`src/rtl/irq_chain_pkg.sv`:
```
package irq_chain_pkg;
  localparam int LVL_W = 3;
  localparam int IDX_W = 4;

  typedef struct packed {
    logic             hit;
    logic [IDX_W-1:0] idx;
    logic [LVL_W-1:0] lvl;
  } chain_t;

  // One comparator: the incoming best is replaced only on a strictly higher request.
  function automatic chain_t stage_pick(chain_t x, logic req, logic [LVL_W-1:0] y,
                                        logic [IDX_W-1:0] idx);
    chain_t z;
    z = x;
    if (req && (y > x.lvl)) begin
      z.hit = 1'b1;
      z.idx = idx;
      z.lvl = y;
    end
    return z;
  endfunction

  // Next value of the pending vector: clear wins over set, set wins over accept.
  function automatic logic [15:0] pend_next(logic [15:0] cur, logic [15:0] set,
                                            logic [15:0] clr, logic [15:0] acc);
    return ((cur & ~acc) | set) & ~clr;
  endfunction
endpackage

```
`src/rtl/irq_cmp_stage.sv`:
```
module irq_cmp_stage
  import irq_chain_pkg::*;
(
  input  chain_t           x_in,
  input  logic             req,
  input  logic [LVL_W-1:0] lvl,
  input  logic [IDX_W-1:0] idx,
  output chain_t           z_out
);
  assign z_out = stage_pick(x_in, req, lvl, idx);
endmodule

```
`src/rtl/irq_cmp_group.sv`:
```
module irq_cmp_group
  import irq_chain_pkg::*;
#(
  parameter int W = 4
) (
  input  chain_t             cin,
  input  logic [W-1:0]       req,
  input  logic [W*LVL_W-1:0] lvl,
  input  logic [IDX_W-1:0]   lo_idx,
  output chain_t             cout
);
  chain_t link [W+1];
  assign link[0] = cin;

  // Stage k looks at slice position W-1-k: the chain walks from high index to low.
  for (genvar k = 0; k < W; k++) begin : g_stage
    localparam int J = W - 1 - k;
    irq_cmp_stage u_stage (
      .x_in (link[k]),
      .req  (req[J]),
      .lvl  (lvl[J*LVL_W +: LVL_W]),
      .idx  (lo_idx + IDX_W'(J)),
      .z_out(link[k+1])
    );
  end

  assign cout = link[W];
endmodule

```
`src/rtl/irq_pending_reg.sv`:
```
module irq_pending_reg
  import irq_chain_pkg::*;
#(
  parameter int NSRC = 16
) (
  input  logic            clk,
  input  logic            rst_n,
  input  logic [NSRC-1:0] set,
  input  logic [NSRC-1:0] clr,
  input  logic [NSRC-1:0] acc_mask,
  output logic [NSRC-1:0] pend
);
  always_ff @(posedge clk) begin
    if (!rst_n) pend <= '0;
    else        pend <= pend_next(pend, set, clr, acc_mask);
  end
endmodule

```
`src/rtl/irq_chain_arbiter.sv`:
```
module irq_chain_arbiter
  import irq_chain_pkg::*;
#(
  parameter int NSRC    = 16,
  parameter int PER_CYC = 4
) (
  input  logic                  clk,
  input  logic                  rst_n,
  input  logic [NSRC-1:0]       req_set,
  input  logic [NSRC-1:0]       req_clr,
  input  logic [NSRC*LVL_W-1:0] src_lvl,
  input  logic [LVL_W-1:0]      cpu_lvl,
  input  logic                  irq_dis,
  input  logic                  opfetch,
  output logic                  take,
  output logic [IDX_W-1:0]      take_idx,
  output logic [LVL_W-1:0]      take_lvl,
  output logic                  busy
);
  localparam int NCYC  = NSRC / PER_CYC;
  localparam int CNT_W = (NCYC > 1) ? $clog2(NCYC) : 1;
  localparam logic [CNT_W-1:0] LAST_CYC = CNT_W'(NCYC - 1);

  logic [NSRC-1:0]       pend_q;
  logic [NSRC-1:0]       acc_mask;
  logic [NSRC-1:0]       snap_req;
  logic [NSRC*LVL_W-1:0] snap_lvl;
  logic [LVL_W-1:0]      snap_ipl;
  logic                  snap_dis;
  logic                  busy_q;
  logic [CNT_W-1:0]      cyc_q;
  chain_t                carry_q;
  chain_t                grp_out;

  // Named events for the checker and for reading the code.
  logic start_det;
  logic last_cyc;
  logic grant_ok;
  int   lo_pos;

  assign start_det = opfetch & ~busy_q;
  assign last_cyc  = busy_q & (cyc_q == LAST_CYC);
  // Cycle c covers the slice that sits c groups below the top of the source range.
  assign lo_pos    = NSRC - (int'(cyc_q) + 1) * PER_CYC;

  irq_pending_reg #(.NSRC(NSRC)) u_pend (
    .clk     (clk),
    .rst_n   (rst_n),
    .set     (req_set),
    .clr     (req_clr),
    .acc_mask(acc_mask),
    .pend    (pend_q)
  );

  irq_cmp_group #(.W(PER_CYC)) u_group (
    .cin   (carry_q),
    .req   (snap_req[lo_pos +: PER_CYC]),
    .lvl   (snap_lvl[lo_pos*LVL_W +: PER_CYC*LVL_W]),
    .lo_idx(IDX_W'(lo_pos)),
    .cout  (grp_out)
  );

  assign grant_ok = last_cyc & grp_out.hit & (grp_out.lvl > snap_ipl) & ~snap_dis;

  always_comb begin
    acc_mask = '0;
    if (grant_ok) acc_mask[grp_out.idx] = 1'b1;
  end

  assign take     = grant_ok;
  assign take_idx = grant_ok ? grp_out.idx : '0;
  assign take_lvl = grant_ok ? grp_out.lvl : '0;
  assign busy     = busy_q;

  always_ff @(posedge clk) begin
    if (!rst_n) begin
      busy_q   <= 1'b0;
      cyc_q    <= '0;
      carry_q  <= '0;
      snap_req <= '0;
      snap_lvl <= '0;
      snap_ipl <= '0;
      snap_dis <= 1'b0;
    end else if (start_det) begin
      busy_q   <= 1'b1;
      cyc_q    <= '0;
      carry_q  <= '0;
      snap_req <= pend_q;
      snap_lvl <= src_lvl;
      snap_ipl <= cpu_lvl;
      snap_dis <= irq_dis;
    end else if (busy_q) begin
      carry_q <= grp_out;
      cyc_q   <= cyc_q + 1'b1;
      if (last_cyc) busy_q <= 1'b0;
    end
  end
endmodule

```
`config.mk`:
```
export PLATFORM = sky130hd
export DESIGN_NAME = irq_chain_arbiter
export DESIGN_NICKNAME = d
export VERILOG_FILES = /design/src/rtl/irq_chain_pkg.sv /design/src/rtl/irq_cmp_stage.sv /design/src/rtl/irq_cmp_group.sv /design/src/rtl/irq_pending_reg.sv /design/src/rtl/irq_chain_arbiter.sv
export SDC_FILE = /design/constraint.sdc
export NUM_CORES = 1
export LEC_CHECK = 0
export BUFFER_PORTS_ARGS = -buffer_cell sky130_fd_sc_hd__clkbuf_2
export CORE_MARGIN = 2
export CORE_UTILIZATION = 46
export DETAILED_ROUTE_END_ITERATION = 10
export GPL_TIMING_DRIVEN = 0
export PLACE_DENSITY = 0.76
export REMOVE_ABC_BUFFERS = 1
export SYNTH_ARGS = -nofsm -noshare
export SYNTH_HDL_FRONTEND = slang
export SYNTH_SLANG_ARGS = --single-unit
```
`constraint.sdc`:
```
create_clock -name clk -period 28.8 [get_ports clk]
set_input_delay 5.76 -clock clk [delete_from_list [all_inputs] [get_ports clk]]
set_output_delay 5.76 -clock clk [all_outputs]
set_load 0.02 [all_outputs]
```
==> metrics.txt <==
fin nets=~890; num rows=42; met2 usage=0.356; maximum fanout along the worst path=33; mapped cell area=between 6000 and 7000 µm²; GP Congestion=0.899; Final Cycle Share=0.598; final hold viol count=0; Leak=roughly 2.7 nW; First-pass DRT Iterations=5; chip height=about 120 µm; Antenna Violating Nets Remaining=0; dominant synthesized flop cell=dfxtp_1; Layout area overhead=14.8%; crit path kind=flip-flop to output pin; Critical Path End Type=output pin; Clock Path Buffers=2; Post-synth EDFFs=0; met3 Usage GRT=0.0398; most common cell in the netlist=nand2_1; fin area=approximately 7000 µm²; worst skew pair latency=0.36 ns; Max Slew Vio Count=0; gr usage total=0.213; asr flop ratio synth=0; outcome=completed; hold path cells=2; cts hold-fix bufs=0; fmax=just under 60 MHz; Hold WC Path Type=flip-flop to flip-flop; GRT met1 Usage=0.275; Reg2Reg Depth=44; gr busiest metal=met2; vias per cell=approximately 5.5; post-synthesis register bit count=95; CP max stage delay=0.79 ns; reg-to-reg critical path startpoint=cyc_q[0]; Seq/Total Area, Yosys=0.312; Wirelength per Cell=15.2 µm; DRC violations left=0; DP Area=6620 µm²; CP Data Arrival Time=11.46 ns; cells after synthesis=around 720; die footprint=about 14000 µm²; detailed placement HPWL=10.4 mm; Fillers=1242; CTS buffer count=9; Setup TNS=0 ns; Root Buffer=clkbuf_16; core box area=~13000 µm²; Worst-Margin Slew=~0.98 ns; Hold Startpoint=u_pend.pend[0]; mean post-synth cell area=8.41 µm²; Hold Slack=0.464 ns; RSZ-0062 raised after global routing=false; total gr overflow=0; via count=5363; Die W=between 100 and 150 µm; final setup violation count=0; post-route insts no fill=967; R2R setup slack=17.32 ns; final WL=~15 mm; post-CTS sizing=0; area leader, netlist=dfxtp_1; Reg clk slew, reported paths=0.07 ns; cell mode on critical path=ha_1; antenna violations before repair=0; largest net degree at the start of global routing=88; Yosys top cell area share=0.312; diode count=0; postcts setup bufs=0; Initial Util=0.465; Worst R2R End=u_pend.pend[1]; Slowest-stage cell, CP=dfxtp_2; ranking of synthesized cells by area=dfxtp_1 31%, nand2_1 9.7%, a21boi_0 8.5%; worst hold path endpoint=snap_req[0]; Final Skew=around 0.0091 ns; synth cell count leaders=158 x nand2_1, 95 x dfxtp_1, 69 x a21boi_0; ratio of cells with drive above 1 in the final layout=0.225; CTS Sinks=95; minimum clock period=~17 ns; Max Cap Viol=0; Top Ports=96; Pwr Density=a little under 50 nW/µm²; worst path required time=between 20 and 25 ns; TritonCTS clock tree=yes; VDD IR max=approximately 0.030 mV; startpoint types=flip-flop; Port Buffers=95; first-pass GRT wire length=roughly 24 mm; Synth warnings=0; Placed Cells=between 900 and 1000; vias in the first global route=5044; H-tree depth=3; Cell variety after synth=between 90 and 100; max_slew headroom=0.343; DRT iter0 DRCs=about 380
## per-layer routing
layer / part of all wire / wire (µm) / vias up
met3: 0.050 / 735 / 19
li1: - / - / 2693
met2: 0.47 / 6910 / 126
met1: 0.46 / 6710 / 2525
met5: 0 / 0 / -
met4: 0.020 / 297 / 0
## per-stage QoR
stage	util	total power, W	setup WS (ns)
floorplan	-	0.000189	12.23
global placement	0.500	0.000208	10.17
detailed placement	0.506	0.000209	11.76
CTS	0.532	0.000348	11.31
global route	0.534	0.000362	10.61
finish	0.534	0.000346	11.58
## power breakdown
| group | switching [W] | internal (W) |
|---|---|---|
| clock | 0.0000536 | 0.0000851 |
| sequential | 0.00000639 | 0.000138 |
| combinational | 0.0000348 | 0.0000280 |
## how the worst max path moves through the flow
stage	start	to	slack (ns)
2_1_floorplan	cyc_q[0]	take_idx[2]	12.23
3_3_place_gp	cyc_q[0]	take_idx[1]	10.17
3_5_place_dp	cyc_q[0]	take_idx[1]	11.76
4_1_cts	cyc_q[0]	take_idx[1]	11.31
5_1_grt	cyc_q[0]	take_idx[1]	10.61
6_report	cyc_q[0]	take_idx[1]	11.58
## cell type report
| class | instances | area (µm²) | share of cell area |
|---|---|---|---|
| repair buffers | 99 | 556 | 0.0795 |
| well taps | 176 | 220 | 0.0315 |
| flip-flops and latches | 95 | 1900 | 0.272 |
| inverters | 21 | 78.8 | 0.0113 |
| clock inverters | 7 | 120 | 0.0172 |
| multi-input cells | 560 | 3880 | 0.556 |
| clock buffers | 9 | 225 | 0.0322 |
## placed cells by master, fill, tap and decap left out, types with 4 or more instances in the layout
cell type	instances
nand3_1	11
a21boi_0	69
nand2_1	158
mux2i_1	22
o31a_1	15
inv_1	21
mux4_2	10
clkbuf_2	94
nor2_1	44
nand2b_1	10
o21ai_0	15
clkbuf_16	9
buf_12	4
mux2_4	5
a21oi_1	26
a211oi_1	8
nor3b_1	15
ha_1	18
dfxtp_1	94
nor2b_1	6
nor3_1	12
a22oi_1	9
mux2_2	15
## state kept, by name, summed over array words and instances, names as in the netlist
| name | flops |
|---|---|
| snap_req | 16 |
| cyc_q | 2 |
| busy | 1 |
| snap_dis | 1 |
| u_pend.pend | 16 |
| snap_lvl | 48 |
| carry_q | 8 |
| snap_ipl | 3 |
## critical path, delay by kind of cell (launching register included)
kind,cells,cell delay (ns)
muxes,2,0.59
AOI/OAI and AO/OA,13,2.68
and+or+nand+nor,13,2.28
DFF,1,0.79
xor gates and xnor gates,1,0.78
adders and majority gates,9,3.12
buffers and inverters,5,0.83
## kinds of logic (layout without fill, tap and decap cells)
group           count (synthesis)  in the layout  synth area share
simple gates                  288            288             0.221
compound gates                195            195             0.252
flops                          95             95             0.312
buf+inv                        69            136            0.0516
mux                            55             55             0.119
fa+ha+maj                      19             19            0.0390
xor+xnor                        3              3           0.00555
Power figures use the tool's default switching activity.
